<file path="config.mk">
export PLATFORM = sky130hd
export DESIGN_NAME = erase_toggle_status
export DESIGN_NICKNAME = d
export VERILOG_FILES = /design/src/rtl/erase_toggle_pkg.sv /design/src/rtl/erase_toggle_ctrl.sv /design/src/rtl/erase_toggle_dp.sv /design/src/rtl/erase_toggle_status.sv
export SDC_FILE = /design/constraint.sdc
export NUM_CORES = 1
export LEC_CHECK = 0
export CAP_MARGIN = 15
export CORE_MARGIN = 2
export CORE_UTILIZATION = 31
export CTS_BUF_LIST = sky130_fd_sc_hd__clkbuf_8
export CTS_CLUSTER_DIAMETER = 120
export DETAILED_ROUTE_END_ITERATION = 8
export PLACE_DENSITY = 0.91
export REMOVE_ABC_BUFFERS = 1
export SLEW_MARGIN = 10
export SYNTH_ARGS = -nofsm -noshare
export SYNTH_HDL_FRONTEND = slang
export SYNTH_SLANG_ARGS = --single-unit
</file>
<file path="constraint.sdc">
create_clock -name clk -period 2.47 [get_ports clk]
set_clock_uncertainty 0.1 [all_clocks]
set_input_delay 0.494 -clock clk [delete_from_list [all_inputs] [get_ports clk]]
set_output_delay 0.494 -clock clk [all_outputs]
set_load 0.01 [all_outputs]
</file>
<file path="src/rtl/erase_toggle_pkg.sv">
package erase_toggle_pkg;
  localparam int unsigned MODE_BIT = 6;
  localparam int unsigned SECT_BIT = 2;

  typedef struct packed {
    logic clearTog;
    logic flipMode;
    logic flipSectEn;
    logic armed;
  } togStrobes_t;
endpackage

</file>
<file path="src/rtl/erase_toggle_ctrl.sv">
module erase_toggle_ctrl
  import erase_toggle_pkg::*;
(
  input  logic        clk,
  input  logic        rstN,
  input  logic        oeReadDone,
  input  logic        ceReadDone,
  input  logic        eraseActive,
  input  logic        eraseSuspend,
  input  logic        finalWrite,
  output togStrobes_t strobes
);
  logic armedQ;
  logic readEvt;
  logic inErase;

  always_comb begin
    readEvt = oeReadDone | ceReadDone;
    inErase = eraseActive | eraseSuspend;
  end

  always_ff @(posedge clk) begin
    if (!rstN) begin
      armedQ <= 1'b0;
    end else if (finalWrite) begin
      armedQ <= 1'b1;
    end else if (!inErase) begin
      armedQ <= 1'b0;
    end
  end

  always_comb begin
    strobes.armed      = armedQ;
    strobes.clearTog   = finalWrite;
    strobes.flipMode   = !finalWrite && armedQ && readEvt && eraseActive && !eraseSuspend;
    strobes.flipSectEn = !finalWrite && armedQ && readEvt && inErase;
  end
endmodule

</file>
<file path="src/rtl/erase_toggle_dp.sv">
module erase_toggle_dp
  import erase_toggle_pkg::*;
#(
  parameter int unsigned NUM_SECTORS = 128,
  localparam int unsigned SECT_W = (NUM_SECTORS > 1) ? $clog2(NUM_SECTORS) : 1
) (
  input  logic                   clk,
  input  logic                   rstN,
  input  togStrobes_t            strobes,
  input  logic [SECT_W-1:0]      readSector,
  input  logic [NUM_SECTORS-1:0] eraseMask,
  output logic [7:0]             statusByte
);
  logic [NUM_SECTORS-1:0] sectHit;
  logic selHit;
  logic modeTogQ;
  logic sectTogQ;

  for (genvar i = 0; i < NUM_SECTORS; i++) begin : g_match
    assign sectHit[i] = eraseMask[i] && (readSector == SECT_W'(i));
  end

  assign selHit = |sectHit;

  always_ff @(posedge clk) begin
    if (!rstN) begin
      modeTogQ <= 1'b0;
      sectTogQ <= 1'b0;
    end else if (strobes.clearTog) begin
      modeTogQ <= 1'b0;
      sectTogQ <= 1'b0;
    end else begin
      if (strobes.flipMode) begin
        modeTogQ <= !modeTogQ;
      end
      if (strobes.flipSectEn && selHit) begin
        sectTogQ <= !sectTogQ;
      end
    end
  end

  always_comb begin
    statusByte = 8'h00;
    statusByte[MODE_BIT] = strobes.armed && modeTogQ;
    statusByte[SECT_BIT] = strobes.armed && sectTogQ;
  end
endmodule

</file>
<file path="src/rtl/erase_toggle_status.sv">
module erase_toggle_status
  import erase_toggle_pkg::*;
#(
  parameter int unsigned NUM_SECTORS = 128,
  localparam int unsigned SECT_W = (NUM_SECTORS > 1) ? $clog2(NUM_SECTORS) : 1
) (
  input  logic                   clk,
  input  logic                   rstN,
  input  logic                   oeReadDone,
  input  logic                   ceReadDone,
  input  logic [SECT_W-1:0]      readSector,
  input  logic [NUM_SECTORS-1:0] eraseMask,
  input  logic                   eraseActive,
  input  logic                   eraseSuspend,
  input  logic                   finalWrite,
  output logic [7:0]             statusByte,
  output logic                   statusValid
);
  togStrobes_t strobes;

  erase_toggle_ctrl u_ctrl (
    .clk          (clk),
    .rstN         (rstN),
    .oeReadDone   (oeReadDone),
    .ceReadDone   (ceReadDone),
    .eraseActive  (eraseActive),
    .eraseSuspend (eraseSuspend),
    .finalWrite   (finalWrite),
    .strobes      (strobes)
  );

  erase_toggle_dp #(.NUM_SECTORS(NUM_SECTORS)) u_dp (
    .clk        (clk),
    .rstN       (rstN),
    .strobes    (strobes),
    .readSector (readSector),
    .eraseMask  (eraseMask),
    .statusByte (statusByte)
  );

  assign statusValid = strobes.armed;
endmodule

</file>
* Yosys cells after proc, flatten, opt, wreduce, memory -nomap -nowiden *
Index checks and enable logic that the tools add are counted.

cells by class
  eq/ne operators = 128
  mux-type cells = 2
  bitwise logic cells = 3
  reduce and logical (&&, ||, !) cells = 143

operator list
  kind                                            count
  == test 7 bit (second input constant)           64
  == test 7 x 6 -> 1 bit (second input constant)  32
  logical AND 1 bit                               136
  OR reduction 128 bit                            1
  == test 7 x 5 -> 1 bit (second input constant)  16
  == test 7 x 4 -> 1 bit (second input constant)  8
  == test 7 x 3 -> 1 bit (second input constant)  4
  == test 7 x 2 -> 1 bit (second input constant)  2
  == test 7 x 1 -> 1 bit (second input constant)  1
  logical NOT 7 bit                               1
  logical NOT 1 bit                               4
  2-to-1 mux 1 bit                                2
  inequality test 2 bit (second input constant)   1
  OR 1 bit                                        2
  OR reduction 2 bit                              1
  inverter 1 bit                                  1

word-level totals
  output and inout bits = 9
  register bits after elaboration = 3
  word-level logic and storage cells = 279

* Depth between registers and ports, before layout *
  depth in word-level cells = 5
  depth in mapped cells = 10
  mapped depth without buffers = 7

* By module *
A second synthesis with hierarchy kept.

unflattened totals
  cell total of the unflattened synthesis = 215
  area total of the unflattened synthesis = 1565.3 um2

by module, submodules not included
  module             sequential area each (um2)  cells an instance  area each (um2)  times used
  erase_toggle_dp    40.0                        204                1476.4           1
  erase_toggle_ctrl  20.0                        11                 88.8             1

* Worst setup path before layout *
No wires, ideal clock.

  kind = input to register
  start point = input port readSector[3]
  end point = register u_dp.sectTogQ
  setup slack = 0.243 ns
  cell stages on the path = 8
  data arrival time = 2.000 ns
  setup time = 0.127 ns
  cells stage by stage = buf_6 -> and4bb_2 -> a32o_1 -> a2111oi_2 -> a31oi_1 -> o2bb2ai_1 -> nor4_1 -> nor3b_2

between the ends
  longest elaborated chain between the ends = 4
  elaborated cells on any way between the ends = 258
  those cells by class = eq/ne (127); reduce/logical (131)

ends and longest elaborated chain
  item                                            line                       RTL
  start: declaration                              erase_toggle_status.sv:11  input logic [SECT_W-1:0] readSector,
  == test 7 x 1 -> 1 bit (tied with other cells)  erase_toggle_dp.sv:20      assign sectHit[i] = eraseMask[i] && (readSector == SECT_W'(i));
  logical AND 1 bit                               erase_toggle_dp.sv:20
  OR reduction 128 bit (*)                        erase_toggle_dp.sv:23      assign selHit = |sectHit;
  logical AND 1 bit (*)                           erase_toggle_dp.sv:36      if (strobes.flipSectEn && selHit) begin
  end signal: assignment                          erase_toggle_dp.sv:37      sectTogQ <= !sectTogQ;
  end: declaration                                erase_toggle_dp.sv:17      logic sectTogQ;

Every way passes the cells marked *; elsewhere a longest branch is shown, timed or not.
A chain may end at the register's enable or synchronous reset.

* Final worst setup path *
  start point = input port eraseMask[80]
  end point = register u_dp.sectTogQ

between the ends
  longest elaborated chain between the ends = 3

ends and longest elaborated chain
  item                  line                       RTL
  start: declaration    erase_toggle_status.sv:12  input logic [NUM_SECTORS-1:0] eraseMask,
  logical AND 1 bit     erase_toggle_dp.sv:20
  OR reduction 128 bit  erase_toggle_dp.sv:23
  logical AND 1 bit     erase_toggle_dp.sv:36

No other way between the ends.

==> impl_metrics.tcl <==
set metrics [dict create \
    grt_overflow 0 \
    first_pass_iters 6 \
    hold-path-cell-count 2 \
    drtIter0Drc 134 \
    hold_viol 0 \
    whs_endpoint "u_ctrl.armedQ" \
    hold_buffers 0 \
    floorplan.initialDensity_pct 32.6 \
    worstSkewPairLatency_ps 220 \
    syn_area_um2 1570 \
    holdCritPathClass "flip-flop to flip-flop" \
    min-delay-start "u_ctrl.armedQ" \
    outcome "finished, final reports clean" \
    ys_types 61 \
    drv_slew 0 \
    drive_gt1_share_pct 19.0 \
    p_leak_nw 1.33 \
    cap_violations 0 \
    fill_cells 398 \
    cts_buffers 3 \
    clk_pin_slew_worst_paths_ps 30 \
    cp_data_required_time_ps 2470 \
    die_h_um 75.1 \
    yosysMostFrequentCell "mux2i_1" \
    dieArea_um2 5650 \
    postCtsSetupBuffers 0 \
    wl_per_cell_um 16.9 \
    n_antenna_cell 0 \
    post_dp_cell_area_um2 3310 \
    synth_edf_count 0 \
    synth-main-ff-cell "dfxtp_1" \
    crit_path_max_fanout 2 \
    coreArea_um2 4820 \
    reg2reg_depth 6 \
    antenna_left 0 \
    grt_first_pass_wirelength_mm 11.5 \
    routed-via-count 2559 \
    drc_errors 0 \
    fin_setup_tns_ps 0 \
    fin_area_um2 3380 \
    syn2layout_area_growth_pct 115 \
    cts_sinks 3 \
    synth_seq_cells 3 \
    track_usage_pct 26.1 \
    yosys-top-cells-area "mux2i_1 12%, mux2_2 6.5%, a21oi_1 4.1%" \
    crit_cells 8 \
    path_buf_inv 1 \
    min_period_ps 2360 \
    place.port_buffers 144 \
    cts_tree "built" \
    vias_per_cell 5.61 \
    core.rowCount 25 \
    grt_max_degree 27 \
    fin_nets 532 \
    pin_count 151 \
    die_w_um 75.1 \
    finalSetupViolCount 0 \
    crit-reg2reg-launch "u_ctrl.armedQ" \
    synth_top_area_share_pct 12.1 \
    ys_warn_count 0 \
    antenna_found_initial 0 \
    cts_max_path_buffers 2 \
    reg2reg_slack_ps 690 \
    worstSetupStartpoint "eraseMask[80]" \
    ir_worst_vdd_mv 0.129 \
    ys_seq_area_share_pct 3.83 \
    gp_congestion 0.960 \
    reg2reg_to "u_dp.sectTogQ" \
    synth_area_leader_cell "mux2i_1" \
    crit_top_cell "a31oi_1" \
    rsz0062_at_grt "no" \
    max_stage_delay_ps 500 \
    syn_inst 216 \
    place_hpwl_mm 6.39 \
    synth_async_sr_flop_share_pct 0 \
    h-tree-depth 1 \
    critical_path_class "primary input to flip-flop" \
    avgSynthCellArea_um2 7.26 \
    finalCritPeriodShare_pct 95.7 \
    synth_common_cells "19 x mux2i_1, 16 x nand2_1, 13 x a21oi_1" \
    power.density_nw_per_um2 209 \
    arrival_ps 2370 \
    crit_chain "clkdlybuf4s50_1, or4b_1, a31oi_1, a31oi_1, nor4b_2, a211oi_2, o31ai_1, nor3b_2" \
    cp_slowest_cell "clkdlybuf4s50_1" \
    clock.fmax_mhz 423 \
    root_buffer "clkbuf_8" \
    routed_wl_mm 7.72 \
    end_kind "flip-flop" \
    start_kind "primary input" \
    grt_pass1_vias 2488 \
    path_delay_family "simple AND/OR/NAND/NOR gates" \
]
## worst reg2reg max path: stages, from the launching register on
cell       delay (ps)
dfxtp_1           370
o211ai_1          140
or4_1             450
a31oi_1           160
o2bb2ai_1         180
o31ai_1           110
nor3b_2           150
## where the power goes
| part | internal [W] | switching, W |
|---|---|---|
| logic | 0.000327 | 0.000181 |
| registers | 0.0000504 | 0.00000169 |
| clock network | 0.000106 | 0.0000403 |
## cells by family after synthesis
family	share of synthesized area, %
flops	3.83
compound gates	34.2
simple gates	29.4
xor+xnor	0.558
mux	20.7
other cells	0.239
buf+inv	11.0
## timing repair
| item | 4_1_cts | 5_1_grt |
|---|---|---|
| pin swaps | 0 | 2 |
| gates resized for setup | 5 | 8 |
| endpoints found under the setup margin | 1 | 1 |
## cell type report
class	count	area [µm²]	share of cell area (%)
Timing Repair Buffer	189	1790	53.0
Multi-Input combinational cell	188	1380	40.9
Tap cell	67	83.8	2.48
Sequential cell	3	60.1	1.78
Clock buffer	3	41.3	1.22
Inverter	5	18.8	0.555
Clock inverter	1	3.75	0.111
## cell usage in the layout (no fill, tap or decap), drive strengths merged, types with 2 or more instances in the layout
cell | netlist | layout
clkdlybuf4s50 | 0 | 140
buf | 23 | 46
mux2i | 19 | 19
nand2 | 16 | 16
a21oi | 13 | 13
nand3 | 12 | 12
mux2 | 12 | 12
a31oi | 10 | 10
nor2 | 9 | 9
o21ai | 8 | 8
nand3b | 8 | 8
conb | 1 | 6
inv | 5 | 6
a211oi | 6 | 6
clkbuf | 2 | 6
o211ai | 4 | 4
nand4 | 4 | 4
and2 | 3 | 3
a21boi | 3 | 3
nor2b | 3 | 3
a221o | 3 | 3
o2bb2ai | 3 | 3
a22oi | 3 | 3
a221oi | 3 | 3
dfxtp | 3 | 3
nor3b | 3 | 3
a32oi | 2 | 2
o22ai | 2 | 2
a211o | 2 | 2
nor4b | 2 | 2
o32a | 2 | 2
and3b | 2 | 2
and3 | 2 | 2
nand4b | 2 | 2
or3b | 2 | 2
a31o | 2 | 2
## stage by stage
| step | utilization (%) | std cells | setup WS [ps] | hold WS, ps | power (W) |
|---|---|---|---|---|---|
| 5_1_grt | 70.2 | 456 | 4.88 | 506 | 0.000743 |
| 6_report | 70.2 | 456 | 106 | 433 | 0.000707 |
| 4_1_cts | 70.0 | 456 | 83.8 | 430 | 0.000698 |
| 3_3_place_gp | 68.8 | 452 | -326 | 400 | 0.000541 |
| 3_5_place_dp | 68.8 | 452 | -410 | 415 | 0.000547 |
| 2_1_floorplan | - | 196 | 350 | 376 | 0.000188 |
## worst max-delay path by stage
| stage | end |
|---|---|
| after floorplan | u_dp.sectTogQ |
| after global placement | u_dp.sectTogQ |
| after detailed placement | u_dp.sectTogQ |
| after CTS | u_dp.sectTogQ |
| after global routing | u_dp.sectTogQ |
| final | u_dp.sectTogQ |
## sequential cells by signal (all words and copies together) (netlist names)
name	cells
u_dp.sectTogQ	1
u_ctrl.armedQ	1
u_dp.modeTogQ	1
## per-layer routing
metal | track usage (%) | vias to the layer above | part of all wire [%]
met4 | 7.41 | 0 | 1.9
li1 | - | 1195 | -
met1 | 31.2 | 1178 | 38
met3 | 4.15 | 17 | 10
met2 | 48.0 | 169 | 50
met5 | 0 | - | 0
Note: power is estimated with default switching activity, not from simulation.
